**config.mk**
```make
export PLATFORM = sky130hd
export DESIGN_NAME = mmio_dev_pair
export DESIGN_NICKNAME = d
export VERILOG_FILES = /design/src/rtl/mmio_pkg.sv /design/src/rtl/mmio_ctrl.sv /design/src/rtl/mmio_dpath.sv /design/src/rtl/mmio_dev_pair.sv
export SDC_FILE = /design/constraint.sdc
export NUM_CORES = 1
export LEC_CHECK = 0
export BUFFER_PORTS_ARGS = -buffer_cell sky130_fd_sc_hd__buf_2
export CAP_MARGIN = 20
export CORE_ASPECT_RATIO = 1.4
export CORE_MARGIN = 2
export CORE_UTILIZATION = 47
export CTS_CLUSTER_SIZE = 16
export DETAILED_ROUTE_END_ITERATION = 10
export PLACE_DENSITY = 0.75
export SYNTH_ARGS = -nofsm -noshare
export SYNTH_HDL_FRONTEND = slang
export SYNTH_HIERARCHICAL = 1
export SYNTH_SLANG_ARGS = --single-unit
```
**constraint.sdc**
```tcl
create_clock -name clk -period 2.06 [get_ports clk]
set_input_delay 0.412 -clock clk [delete_from_list [all_inputs] [get_ports clk]]
set_output_delay 0.412 -clock clk [all_outputs]
set_load 0.02 [all_outputs]
```
**src/rtl/mmio_pkg.sv**
```systemverilog
package mmio_pkg;

  typedef enum logic [2:0] {
    RD_NONE    = 3'd0,
    RD_IN_STS  = 3'd1,
    RD_IN_DAT  = 3'd2,
    RD_OUT_STS = 3'd3,
    RD_OUT_DAT = 3'd4
  } rdSel_e;

  typedef struct packed {
    logic   inStsWr;
    logic   outStsWr;
    logic   outDatWr;
    logic   txStart;
    logic   txFinish;
    rdSel_e rdSel;
  } ctlStrobe_t;

endpackage

```
**src/rtl/mmio_ctrl.sv**
```systemverilog
module mmio_ctrl
  import mmio_pkg::*;
#(
  parameter int ADDR_W      = 8,
  parameter int TX_CYCLES   = 12,
  parameter logic [ADDR_W-1:0] IN_STS_ADDR  = 8'hA0,
  parameter logic [ADDR_W-1:0] IN_DAT_ADDR  = 8'hA1,
  parameter logic [ADDR_W-1:0] OUT_STS_ADDR = 8'hB0,
  parameter logic [ADDR_W-1:0] OUT_DAT_ADDR = 8'hB1
) (
  input  logic              clk,
  input  logic              rstN,
  input  logic [ADDR_W-1:0] busAddr,
  input  logic              busWr,
  input  logic              busRd,
  input  logic              startBit,
  input  logic              txEnQ,
  output ctlStrobe_t        strb
);

  localparam int CNT_W = $clog2(TX_CYCLES + 1);
  localparam logic [CNT_W-1:0] CNT_LOAD = CNT_W'(TX_CYCLES);
  localparam logic [CNT_W-1:0] CNT_LAST = CNT_W'(1);

  logic hitInSts, hitInDat, hitOutSts, hitOutDat;
  logic [CNT_W-1:0] remainQ;

  assign hitInSts  = (busAddr == IN_STS_ADDR);
  assign hitInDat  = (busAddr == IN_DAT_ADDR);
  assign hitOutSts = (busAddr == OUT_STS_ADDR);
  assign hitOutDat = (busAddr == OUT_DAT_ADDR);

  always_comb begin
    strb          = '0;
    strb.inStsWr  = busWr && hitInSts;
    strb.outStsWr = busWr && hitOutSts;
    strb.outDatWr = busWr && hitOutDat;
    strb.txStart  = busWr && hitOutSts && startBit && !txEnQ;
    strb.txFinish = txEnQ && (remainQ == CNT_LAST);
    strb.rdSel    = RD_NONE;
    if (busRd) begin
      if (hitInSts)       strb.rdSel = RD_IN_STS;
      else if (hitInDat)  strb.rdSel = RD_IN_DAT;
      else if (hitOutSts) strb.rdSel = RD_OUT_STS;
      else if (hitOutDat) strb.rdSel = RD_OUT_DAT;
    end
  end

  // Send-length timer: loaded at start, counts down while a send runs
  always_ff @(posedge clk) begin
    if (!rstN)              remainQ <= '0;
    else if (strb.txStart)  remainQ <= CNT_LOAD;
    else if (txEnQ && remainQ != '0) remainQ <= remainQ - CNT_W'(1);
  end


  restart_block_chk: assert property (@(posedge clk) disable iff (!rstN)
    txEnQ |-> !strb.txStart);


  finish_once_chk: assert property (@(posedge clk) disable iff (!rstN)
    strb.txFinish |=> !strb.txFinish);

endmodule

```
**src/rtl/mmio_dpath.sv**
```systemverilog
module mmio_dpath
  import mmio_pkg::*;
#(
  parameter int IN_W  = 8,
  parameter int OUT_W = 16
) (
  input  logic             clk,
  input  logic             rstN,
  input  ctlStrobe_t       strb,
  input  logic [OUT_W-1:0] busWdata,
  input  logic             rxStrobe,
  input  logic [IN_W-1:0]  rxByte,
  output logic [OUT_W-1:0] busRdata,
  output logic             txEnQ,
  output logic             txActive,
  output logic [OUT_W-1:0] txWord,
  output logic             irqIn,
  output logic             irqOut
);

  localparam int STS_W = 8;
  localparam int IE_BIT = STS_W - 1;

  logic             inReadyQ, inOvrQ, inIeQ;
  logic [IN_W-1:0]  inDataQ;
  logic             rtsQ, outIeQ;
  logic [OUT_W-1:0] outDataQ, txWordQ, rdataQ;
  logic             ovrAfterWr;
  logic [STS_W-1:0] inSts, outSts;

  assign ovrAfterWr = strb.inStsWr ? (inOvrQ && busWdata[1]) : inOvrQ;

  // Receive side
  always_ff @(posedge clk) begin
    if (!rstN) begin
      inReadyQ <= 1'b0;
      inOvrQ   <= 1'b0;
      inIeQ    <= 1'b0;
      inDataQ  <= '0;
    end else begin
      if (strb.inStsWr) inIeQ <= busWdata[IE_BIT];
      if (rxStrobe) begin
        inDataQ  <= rxByte;
        inReadyQ <= 1'b1;
        inOvrQ   <= ovrAfterWr || inReadyQ;
      end else begin
        inOvrQ <= ovrAfterWr;
        if (strb.inStsWr && !busWdata[0]) inReadyQ <= 1'b0;
      end
    end
  end

  // Transmit side
  always_ff @(posedge clk) begin
    if (!rstN) begin
      rtsQ     <= 1'b1;
      txEnQ    <= 1'b0;
      outIeQ   <= 1'b0;
      outDataQ <= '0;
      txWordQ  <= '0;
    end else begin
      if (strb.outStsWr) outIeQ   <= busWdata[IE_BIT];
      if (strb.outDatWr) outDataQ <= busWdata;
      if (strb.txStart) begin
        txEnQ   <= 1'b1;
        rtsQ    <= 1'b0;
        txWordQ <= outDataQ;
      end else if (strb.txFinish) begin
        txEnQ <= 1'b0;
        rtsQ  <= 1'b1;
      end
    end
  end

  always_comb begin
    inSts         = '0;
    inSts[0]      = inReadyQ;
    inSts[1]      = inOvrQ;
    inSts[IE_BIT] = inIeQ;
    outSts         = '0;
    outSts[0]      = rtsQ;
    outSts[1]      = txEnQ;
    outSts[IE_BIT] = outIeQ;
  end

  always_ff @(posedge clk) begin
    if (!rstN) rdataQ <= '0;
    else begin
      unique case (strb.rdSel)
        RD_IN_STS:  rdataQ <= OUT_W'(inSts);
        RD_IN_DAT:  rdataQ <= OUT_W'(inDataQ);
        RD_OUT_STS: rdataQ <= OUT_W'(outSts);
        RD_OUT_DAT: rdataQ <= outDataQ;
        default:    rdataQ <= '0;
      endcase
    end
  end

  assign busRdata = rdataQ;
  assign txActive = txEnQ;
  assign txWord   = txWordQ;
  assign irqIn    = inReadyQ && inIeQ;
  assign irqOut   = rtsQ && outIeQ;


  rx_set_chk: assert property (@(posedge clk) disable iff (!rstN)
    rxStrobe |=> inReadyQ);


  ovr_set_chk: assert property (@(posedge clk) disable iff (!rstN)
    (rxStrobe && inReadyQ) |=> inOvrQ);


  tx_done_chk: assert property (@(posedge clk) disable iff (!rstN)
    $fell(txEnQ) |-> rtsQ);


  tx_word_hold_chk: assert property (@(posedge clk) disable iff (!rstN)
    (txEnQ && $past(txEnQ)) |-> $stable(txWordQ));


  rts_excl_chk: assert property (@(posedge clk) disable iff (!rstN)
    !(txEnQ && rtsQ));

endmodule

```
**src/rtl/mmio_dev_pair.sv**
```systemverilog
module mmio_dev_pair
  import mmio_pkg::*;
#(
  parameter int ADDR_W    = 8,
  parameter int IN_W      = 8,
  parameter int OUT_W     = 16,
  parameter int TX_CYCLES = 12
) (
  input  logic              clk,
  input  logic              rstN,
  input  logic [ADDR_W-1:0] busAddr,
  input  logic              busWr,
  input  logic              busRd,
  input  logic [OUT_W-1:0]  busWdata,
  output logic [OUT_W-1:0]  busRdata,
  input  logic              rxStrobe,
  input  logic [IN_W-1:0]   rxByte,
  output logic              txActive,
  output logic [OUT_W-1:0]  txWord,
  output logic              irqIn,
  output logic              irqOut
);

  ctlStrobe_t strb;
  logic       txEnQ;

  mmio_ctrl #(.ADDR_W(ADDR_W), .TX_CYCLES(TX_CYCLES)) u_ctrl (
    .clk(clk), .rstN(rstN), .busAddr(busAddr), .busWr(busWr), .busRd(busRd),
    .startBit(busWdata[1]), .txEnQ(txEnQ), .strb(strb)
  );

  mmio_dpath #(.IN_W(IN_W), .OUT_W(OUT_W)) u_dpath (
    .clk(clk), .rstN(rstN), .strb(strb), .busWdata(busWdata),
    .rxStrobe(rxStrobe), .rxByte(rxByte), .busRdata(busRdata),
    .txEnQ(txEnQ), .txActive(txActive), .txWord(txWord),
    .irqIn(irqIn), .irqOut(irqOut)
  );


  irq_out_idle_chk: assert property (@(posedge clk) disable iff (!rstN)
    irqOut |-> !txActive);

endmodule

```
==> impl_metrics.tcl <==
set metrics [dict create \
    status "completed" \
    seqPwrFrac_pct 51.4 \
    syn_inst 251 \
    netlist_area_um2 2690 \
    comb_power_share_pct 4.3 \
    critical_path_class "in2reg" \
    initial_utilization_pct 48.7 \
    hold_buffers 0 \
    synth_edf_count 0 \
    end_kind "flop" \
    hold_violations 0 \
    cts_tree "built" \
    grt_pass1_vias 1986 \
    final_cells 408 \
    skew_ns 0.00772 \
    layout.nets 374 \
    cp_slowest_stage_delay_ns 0.53 \
    rows 32 \
    finalCritPeriodShare_pct 85.9 \
    h-tree-depth 3 \
    critPathTopFamily "simple AND/OR/NAND/NOR gates" \
    ir_worst_vdd_mv 0.400 \
    grt_pass1_wl_um 8770 \
    synth_nets 290 \
    cp_data_arrival_time_ns 2.00 \
    avgRoutedWirePerCell_um 13.4 \
    worstMarginPinSlew_ns 0.423 \
    synth_area_per_cell_um2 10.7 \
    clock_latency_ns 0.33 \
    async_flop_share_pct 0 \
    ctsResizeCount 0 \
    min_path_type "in2reg" \
    p_sw_share_pct 21.6 \
    ios 72 \
    grt_use_total_pct 18.7 \
    slew_viol_final 0 \
    clk_path_buf_depth 2 \
    gr-total-overflow 0 \
    place.gp.congestion 0.782 \
    post_cts_buffers 0 \
    drive_gt1_share_pct 33.8 \
    cellInternalPower_mw 1.98 \
    cp_data_required_time_ns 2.29 \
    critical_path.max_fanout 13 \
    p_leak_nw 1.42 \
    yosysTopAreaCellShare_pct 49.1 \
    p_switching_mw 0.543 \
    yosysSeqAreaShare_pct 49.1 \
    first_pass_iters 4 \
    min_period_ns 1.77 \
    start_kind "input port" \
    powerDensity_nw_per_um2 740 \
    utilization_pct 61.6 \
    fmax_ghz 0.565 \
    cts.sinks 66 \
    drc_errors 0 \
    die_w_um 67.9 \
    p_total_mw 2.52 \
    ys_ff_latch 66 \
    grt_max_degree 29 \
    synth_top_area_cell "dfxtp_1" \
    hpwl_um 3920 \
    path_clk_slew_ns 0.07 \
    synth_cell_types 40 \
    drv_cap 0 \
    setup_tns_ns 0 \
    vias 2005 \
    synth-main-ff-cell "dfxtp_1" \
    slew_headroom_pct 71.8 \
    coreArea_um2 5530 \
    drtAntennaViolNets 0 \
    routed_wl_um 5470 \
    crit_path_cell_trace "buf_2 > or4_4 > or4_4 > inv_2 > buf_12 > mux2i_1 > nor2b_1" \
    viasPerCell 4.91 \
    rsz0062_at_grt "no" \
    root_buffer "clkbuf_8" \
    die_area_um2 6350 \
    crit_top_cell "or4_4" \
    critical_path_buf_inv_count 3 \
    dp.cells 392 \
    drt_iter0_markers 113 \
    diodes 0 \
    rrSetupSlack_ns 0.49 \
    antenna_found_initial 0 \
    yosysWarnings 6 \
    setup_viol_count_final 0 \
    clkPwrFrac_pct 44.3 \
    port_buffers 71 \
    synthTopCellsByArea "dfxtp_1, mux2i_1, nor2b_1, a22oi_1, and2_1" \
    cts_buffers 9 \
    synthToLayoutAreaGrowth_pct 26.6 \
    critical_path.slowest_cell "or4_4" \
    dieHeight_um 93.5 \
]
## cells in the mapped netlist (3+ instances only)
library cell and instances:
a21oi_1 6, a22oi_1 11, and2_1 10, buf_4 4
clkbuf_1 5, dfxtp_1 66, inv_1 7, mux2i_1 43
nand2_1 4, nor2_1 10, nor2b_1 43, nor3_1 3
nor3b_2 3, o21ai_0 3
## final timing paths
| kind | endpoint | cells after the start | start |
|---|---|---|---|
| hold reg to reg | u_dpath/busRdata[13] | 1 | u_dpath/outDataQ[13] |
| setup / recovery | u_dpath/txWord[11] | 7 | busAddr[1] |
| setup reg to reg | u_dpath/txWord[11] | 6 | u_dpath/txActive |
| hold / removal | u_dpath/outDataQ[9] | 3 | busWdata[9] |
## sequential cells by signal (all words and copies together) (netlist names)
| signal | flops |
|---|---|
| u_dpath/outIeQ | 1 |
| u_dpath/inIeQ | 1 |
| u_dpath/txActive | 1 |
| u_dpath/rtsQ | 1 |
| u_dpath/txWord | 16 |
| u_dpath/inReadyQ | 1 |
| u_dpath/busRdata | 16 |
| u_dpath/inDataQ | 8 |
| u_dpath/outDataQ | 16 |
| u_ctrl/remainQ | 4 |
| u_dpath/inOvrQ | 1 |
## layer usage
metal | wire length (µm) | track usage, % | part of all wire, %
met1 | 2310 | 22.2 | 42
met2 | 2780 | 29.9 | 51
met3 | 281 | 4.45 | 5.1
met4 | 106 | 11.0 | 1.9
met5 | 0 | 0 | 0
## power groups by stage
| stage | logic [mW] | registers (mW) | clock network [mW] |
|---|---|---|---|
| floorplan | 0.0543 | 1.32 | 0 |
| global placement | 0.107 | 1.32 | 0 |
| detailed placement | 0.109 | 1.32 | 0 |
| CTS | 0.109 | 1.29 | 1.14 |
| global route | 0.120 | 1.30 | 1.21 |
| finish | 0.109 | 1.30 | 1.12 |
## metrics by stage
stage,hold WS [ns],setup slack (ns),instance area [µm²]
global placement,0.464,-0.0385,3190
global route,0.324,0.223,3410
detailed placement,0.474,-0.0619,3190
finish,0.335,0.291,3410
floorplan,0.452,-0.0253,2700
CTS,0.319,0.296,3410
## worst register-to-register path, stage by stage (launching register included)
cell	delay (ns)
dfxtp_1	0.31
nand2b_1	0.13
or4_4	0.52
inv_2	0.10
buf_12	0.15
mux2i_1	0.20
nor2b_1	0.06
## kinds of logic after synthesis
kind of cell / count (synthesis) / synth area share (%)
xor+xnor: 1 / 0.326
compound gates: 28 / 7.07
flops: 66 / 49.1
simple gates: 92 / 23.0
mux: 43 / 16.0
fa+ha+maj: 2 / 0.930
buf+inv: 19 / 3.58
## cells in the final DEF, fill, tap and decap left out, drive strengths merged, types with 4 or more instances in the layout
| cell | synthesis | routed |
|---|---|---|
| a21boi | 4 | 4 |
| a21oi | 6 | 6 |
| a22oi | 11 | 11 |
| and2 | 10 | 10 |
| buf | 6 | 85 |
| clkbuf | 6 | 11 |
| dfxtp | 66 | 66 |
| inv | 7 | 8 |
| mux2i | 43 | 43 |
| nand2 | 4 | 4 |
| nor2 | 10 | 10 |
| nor2b | 44 | 44 |
| nor3b | 4 | 4 |
| o21ai | 4 | 4 |
## layout make-up
class / count / area [µm²]
timing repair buffer: 85 / 485
tap: 68 / 85.1
fill: 498 / 2120
multi-input combinational: 166 / 1270
inverter: 7 / 26.3
clock inverter: 5 / 61.3
clock buffer: 11 / 151
sequential: 66 / 1320
No activity file was read; power rests on OpenSTA's default activity.
